===== config.mk =====
export PLATFORM = sky130hd
export DESIGN_NAME = hyp_cfg_reg
export DESIGN_NICKNAME = d
export VERILOG_FILES = /design/src/rtl/hcfg_pkg.sv /design/src/rtl/hcfg_decode.sv /design/src/rtl/hcfg_store.sv /design/src/rtl/hyp_cfg_reg.sv
export SDC_FILE = /design/constraint.sdc
export NUM_CORES = 1
export LEC_CHECK = 0
export BUFFER_PORTS_ARGS = -buffer_cell sky130_fd_sc_hd__buf_2
export CORE_MARGIN = 10
export CORE_UTILIZATION = 31
export CTS_CLUSTER_DIAMETER = 200
export DETAILED_ROUTE_END_ITERATION = 6
export HOLD_SLACK_MARGIN = 0.08
export PLACE_DENSITY = 0.75
export SYNTH_ARGS = -nofsm -noshare
export SYNTH_HDL_FRONTEND = slang
export SYNTH_SLANG_ARGS = --single-unit

===== constraint.sdc =====
create_clock -name clk -period 1.39 [get_ports clk]
set_clock_uncertainty 0.2 [all_clocks]
set_input_delay 0 -clock clk [delete_from_list [all_inputs] [get_ports clk]]
set_output_delay 0 -clock clk [all_outputs]
set_load 0.05 [all_outputs]

===== src/rtl/hcfg_pkg.sv =====
// Package: shared encodings, field positions and outcome type for the
// hypervisor configuration register. Assumes a 32-bit register.
package hcfg_pkg;

    localparam int unsigned REG_W = 32;

    // Selecting encoding
    localparam logic [3:0] SEL_CP  = 4'b1111;
    localparam logic [2:0] SEL_OP1 = 3'b100;
    localparam logic [3:0] SEL_CRN = 4'b0001;
    localparam logic [3:0] SEL_CRM = 4'b0001;
    localparam logic [2:0] SEL_OP2 = 3'b100;

    // Field positions (decoded by neighbouring logic)
    localparam int unsigned F_S2_DNC   = 0;
    localparam int unsigned F_S2_INC   = 1;
    localparam int unsigned F_ERR_TRAP = 4;
    localparam int unsigned F_ABT_RT   = 5;
    localparam int unsigned F_MISMATCH = 6;
    localparam int unsigned F_ID4_TRAP = 17;
    localparam int unsigned F_ICIS_TR  = 18;
    localparam int unsigned F_POU_TRAP = 20;
    localparam int unsigned F_TLBIS_TR = 22;

    localparam logic [5:0] TRAP_EC = 6'h03;

    typedef enum logic [1:0] {
        OUT_NONE  = 2'd0,
        OUT_OK    = 2'd1,
        OUT_UNDEF = 2'd2,
        OUT_TRAP  = 2'd3
    } outcome_e;

    // Writable bit mask for a given build variant.
    function automatic logic [REG_W-1:0] wr_mask(input bit mioc_raz, input bit el2_impl);
        logic [REG_W-1:0] m;
        m = '0;
        m[F_S2_DNC]   = 1'b1;
        m[F_S2_INC]   = 1'b1;
        m[F_ERR_TRAP] = 1'b1;
        m[F_ABT_RT]   = 1'b1;
        m[F_MISMATCH] = !mioc_raz;
        m[F_ID4_TRAP] = 1'b1;
        m[F_ICIS_TR]  = 1'b1;
        m[F_POU_TRAP] = 1'b1;
        m[F_TLBIS_TR] = 1'b1;
        if (!el2_impl) m = '0;
        return m;
    endfunction

endpackage


===== src/rtl/hcfg_decode.sv =====
// Module: hcfg_decode
// Combinational access check. It matches the coprocessor encoding, then
// grades the move by exception level, security state and trap controls.
// Assumes cur_el holds a legal level in 0..3.
module hcfg_decode
    import hcfg_pkg::*;
(
    input  logic       req_valid,
    input  logic [3:0] cp_num,
    input  logic [2:0] cp_op1,
    input  logic [3:0] cp_crn,
    input  logic [3:0] cp_crm,
    input  logic [2:0] cp_op2,
    input  logic [1:0] cur_el,
    input  logic       ns_state,
    input  logic       el2_enabled,
    input  logic       hyp_trap_bit,
    output logic       sel,
    output outcome_e   outcome
);

    // Encoding match for this register
    always_comb begin
        sel = req_valid && (cp_num == SEL_CP) && (cp_op1 == SEL_OP1) &&
              (cp_crn == SEL_CRN) && (cp_crm == SEL_CRM) && (cp_op2 == SEL_OP2);
    end

    // Permission grading per exception level
    always_comb begin
        outcome = OUT_NONE;
        if (sel) begin
            unique case (cur_el)
                2'd0: outcome = OUT_UNDEF;
                2'd1: outcome = (el2_enabled && hyp_trap_bit) ? OUT_TRAP : OUT_UNDEF;
                2'd2: outcome = OUT_OK;
                default: outcome = ns_state ? OUT_OK : OUT_UNDEF;
            endcase
        end
    end

endmodule


===== src/rtl/hcfg_store.sv =====
// Module: hcfg_store
// Holds the configuration word. Only bits in the variant mask can be set;
// everything else stays zero. Assumes wr_en is already permission-checked.
module hcfg_store
    import hcfg_pkg::*;
#(
    parameter bit MIOC_RAZ = 1'b0,
    parameter bit EL2_IMPL = 1'b1
) (
    input  logic             clk,
    input  logic             rst_n,
    input  logic             wr_en,
    input  logic [REG_W-1:0] wdata,
    output logic [REG_W-1:0] cfg_q
);

    localparam logic [REG_W-1:0] MASK = wr_mask(MIOC_RAZ, EL2_IMPL);

    // Register update with reserved bits forced to zero
    always_ff @(posedge clk) begin
        if (!rst_n)     cfg_q <= '0;
        else if (wr_en) cfg_q <= wdata & MASK;
    end

    // without a granted write the stored word holds
    p_hold_r2: assert property (@(posedge clk) disable iff (!rst_n)
        !wr_en |=> $stable(cfg_q));

endmodule


===== src/rtl/hyp_cfg_reg.sv =====
// Module: hyp_cfg_reg (top)
// Coprocessor-move front end for the hypervisor configuration register.
// It registers the outcome of each request: read data, an undefined pulse
// or a trap pulse with class and variant. Assumes one request per cycle at
// most, and that exception entry is handled elsewhere.
module hyp_cfg_reg
    import hcfg_pkg::*;
#(
    parameter bit MIOC_RAZ = 1'b0,
    parameter bit EL2_IMPL = 1'b1
) (
    input  logic             clk,
    input  logic             rst_n,
    input  logic             req_valid,
    input  logic             req_write,
    input  logic [3:0]       cp_num,
    input  logic [2:0]       cp_op1,
    input  logic [3:0]       cp_crn,
    input  logic [3:0]       cp_crm,
    input  logic [2:0]       cp_op2,
    input  logic [1:0]       cur_el,
    input  logic             ns_state,
    input  logic             el2_enabled,
    input  logic             el2_is_a32,
    input  logic             hyp_trap_bit,
    input  logic [REG_W-1:0] wdata,
    output logic [REG_W-1:0] rdata,
    output logic             undef_o,
    output logic             trap_o,
    output logic [5:0]       trap_class,
    output logic             trap_a32,
    output logic [REG_W-1:0] cfg_o
);

    logic     sel;
    outcome_e outcome;
    logic     wr_en;

    hcfg_decode u_dec (
        .req_valid    (req_valid),
        .cp_num       (cp_num),
        .cp_op1       (cp_op1),
        .cp_crn       (cp_crn),
        .cp_crm       (cp_crm),
        .cp_op2       (cp_op2),
        .cur_el       (cur_el),
        .ns_state     (ns_state),
        .el2_enabled  (el2_enabled),
        .hyp_trap_bit (hyp_trap_bit),
        .sel          (sel),
        .outcome      (outcome)
    );

    // Write enable only for a granted write
    always_comb wr_en = (outcome == OUT_OK) && req_write;

    hcfg_store #(.MIOC_RAZ(MIOC_RAZ), .EL2_IMPL(EL2_IMPL)) u_store (
        .clk   (clk),
        .rst_n (rst_n),
        .wr_en (wr_en),
        .wdata (wdata),
        .cfg_q (cfg_o)
    );

    // Registered response for the request of the previous cycle
    always_ff @(posedge clk) begin
        if (!rst_n) begin
            rdata      <= '0;
            undef_o    <= 1'b0;
            trap_o     <= 1'b0;
            trap_class <= '0;
            trap_a32   <= 1'b0;
        end else begin
            rdata      <= (outcome == OUT_OK && !req_write) ? cfg_o : '0;
            undef_o    <= (outcome == OUT_UNDEF);
            trap_o     <= (outcome == OUT_TRAP);
            trap_class <= (outcome == OUT_TRAP) ? TRAP_EC : 6'h00;
            trap_a32   <= (outcome == OUT_TRAP) && el2_is_a32;
        end
    end

    p_excl_r11: assert property (@(posedge clk) disable iff (!rst_n)
        !(undef_o && trap_o));
    p_pulse_r11: assert property (@(posedge clk) disable iff (!rst_n)
        (undef_o || trap_o) |-> $past(req_valid));
    p_el0_undef_r2: assert property (@(posedge clk) disable iff (!rst_n)
        (sel && cur_el == 2'd0) |=> undef_o);
    p_secure_el3_r6: assert property (@(posedge clk) disable iff (!rst_n)
        (sel && cur_el == 2'd3 && !ns_state) |=> (undef_o && rdata == '0));
    p_trap_class_r3: assert property (@(posedge clk) disable iff (!rst_n)
        trap_o |-> (trap_class == 6'h03 && rdata == '0));
    p_nosel_quiet_r1: assert property (@(posedge clk) disable iff (!rst_n)
        !sel |=> (!undef_o && !trap_o && rdata == '0));

endmodule


==> run metrics <==
status finished, violations left; failing checks negative hold slack; Antenna diodes 0; reg2reg setup slack roughly 0.56 ns; cell taking the most area after synthesis dfxtp_1; HP Class in -> reg; Tmin final 1.31 ns; xor/xnor cell area share of the yosys netlist 0; Initial Util 0.329; Vias 1096; Sw Ratio 0.378; Rows 22; aggregate global-route resource usage 0.0992; critical path data arrival time roughly 1.3 ns; P_sw 0.000538 W; Synth Area in Compound Gates 0.0967; met2 wire len 1760 microns; Congestion Overflow GR 0; YS warnings 0; DRT Pass-1 Iters 4; Async S/R FF share, synth 0; Worst Hold Path Cells 4; Clock Power Share 0.274; Cell Area, Synth 0.00124 sq mm; Placer Congestion ~0.76; Seq/Total Area, Yosys 0.338; share of post-route cells with drive strength above 1 0.356; htree depth 1; DR vias/cell about 4.1; Setup-failing EPs final 0; Synth cell types 29; dpl ws -0.172 ns; WL met3 around 320 microns; Max clock buf depth 2; r2r endpoint u_store.cfg_q[20]; slowest CP cell dlygate4sd3_1; IO Pins about 130; P_leak about 0.85 nW; area grow syn2layout 32.9%; RSZ-0062 raised after global routing false; initial antenna violation count 0; CTS tree yes; DRC 0; final WL between 3000 and 4000 microns; Hold Path Sink undef_o; Worst Setup Start Kind input pin; Fin. Hold Viols 3; Worst-Skew Late Latency 0.26 ns; CP cell instances dlygate4sd3_1 > buf_2 > clkinv_1 > nor4_4 > buf_6 > and2_1; Cells after Synth around 140; mean area per synthesized cell about 9.1 sq um; Final ANT Viol Nets 0; worst hold slack -0.0931 ns; adder-cell share of the synthesized area 0; Peak VDD IR ~0.35 mV; simple-gate portion of the synthesized area 0.220; Root Buffer clkbuf_8; Comb pwr share 0.304; Worst R2R Start u_store.cfg_q[20]; most frequent cell after synthesis buf_4; number of enable flip-flop cells after synthesis 0; ys flop type dfxtp_1; post-synth top area share 0.338; worst-case reg-to-reg path depth 2; final worst slack ~0.08 ns; power share of the sequential group 0.422; number of global-route vias before repair ~1200; largest net degree at the start of global routing 12; setup bufs post-CTS 0; final max-slew violation count 0; highest routed layer met4; total clock buffers created by CTS 3; TNS Setup 0 ns; clk sink count 21; first-pass GRT wire length between 5000 and 6000 microns; Req. time, crit path 1.39 ns; Hold Crit Start cp_op1[0]; full die area between 0.006 and 0.007 sq mm; Worst Setup End Kind flip-flop; # hold bufs at CTS 16; top cells by count, synth buf_4, dfxtp_1; Worst Setup Path Type in -> reg; CTS clk-pin slew, worst paths ~0.070 ns; largest family of logic cells by synthesized area buffers and inverters; fmax around 0.76 GHz; Cell Pwr Density ~860 mW/mm^2; maxcap violations 0; drt initial violations between 40 and 50; core area between 0.003 and 0.004 sq mm; Die H about 83 microns; Die W around 83 microns; Seq cells post-synth 21; drt wl/cell about 14 microns; dpl hpwl 2960 microns; final worst-path cycle share 0.942; # port buffers 59; WL met1 about 1500 microns; Pint between 0.0008 and 0.0009 W; post-synthesis mux area share 0; Critical Path Max Stage Delay 0.52 ns; synth top area cells dfxtp_1, buf_4, o31ai_1, and2_1, nand4_1; Final nets between 200 and 300; Worst Path Max Fanout 9
==> area by class of cell <==
type                    instances  area [sq um]
inverters                       3          11.3
flip-flops and latches         21           420
fillers                       389          2120
well taps                      48          60.1
multi-input cells             106           581
clock buffers                   4          45.0
repair buffers                 85           534
==> timing repair <==
action / 4_1_cts / 5_1_grt
endpoints found under the setup margin: 0 / 4
endpoints found under the hold margin: 12 / 11
resized for setup: 0 / 1
==> power groups by stage <==
stage / combinational [W] / sequential (W) / clock, W
after floorplan: 0.000432 / 0.000615 / 0
after global placement: 0.000385 / 0.000615 / 0
after detailed placement: 0.000387 / 0.000615 / 0
after CTS: 0.000422 / 0.000601 / 0.000403
after global routing: 0.000453 / 0.000601 / 0.000431
final: 0.000432 / 0.000601 / 0.000390
==> placed cells by master, fill, tap and decap left out, drive strengths merged, types with 2 or more instances in the layout <==
master,netlist,layout
dlygate4sd3,0,16
dfxtp,21,21
and2,9,9
a21oi,9,9
nand3,4,4
buf,55,69
clkbuf,1,4
nand4,9,9
inv,2,2
nor3,2,2
and3,2,2
conb,1,50
o31ai,9,9
nor4,4,4
==> critical path, delay by kind of cell <==
family / cells / cell delay (ns)
buffers and inverters: 4 / 0.89
and+or+nand+nor: 2 / 0.42
==> state kept, by name (all words and copies together) (netlist names) <==
name / cells
trap_a32: 1
rdata: 9
u_store.cfg_q: 9
undef_o: 1
trap_class: 1
==> per-stage QoR <==
stage / power, W / hold slack, ns / instance area [sq um] / util / std cells
after CTS: 0.00143 / -0.0886 / 1650 / 0.437 / 267
final: 0.00142 / -0.0931 / 1650 / 0.438 / 267
after global routing: 0.00148 / -0.0780 / 1650 / 0.438 / 267
after global placement: 0.00100 / 0.0261 / 1440 / 0.383 / 247
after floorplan: 0.00105 / -0.0809 / 1430 / - / 186
after detailed placement: 0.00100 / 0.0315 / 1440 / 0.383 / 247
==> per-layer routing <==
metal,global-route usage,vias to the layer above
met3,0.0361,5
met4,0.0369,0
met2,0.170,74
li1,-,537
met5,0,-
met1,0.109,480
==> worst max-delay path by stage <==
stage | from | end | slack, ns | cells past startpoint
after detailed placement | cp_crm[3] | u_store.cfg_q[17] | -0.17 | 7
after floorplan | cp_crm[3] | rdata[0] | 0.01 | 4
after CTS | rst_n | rdata[22] | 0.04 | 6
after global placement | cp_crm[3] | u_store.cfg_q[17] | -0.16 | 7
final | rst_n | rdata[22] | 0.08 | 6
after global routing | cp_crm[3] | u_store.cfg_q[0] | 0.00009 | 7
==> cells by family after synthesis <==
group,after synthesis
other,1
and+or+nand+nor,37
DFF,21
AOI/OAI and AO/OA,19
buffers and inverters,59
Power figures use the tool's default switching activity.
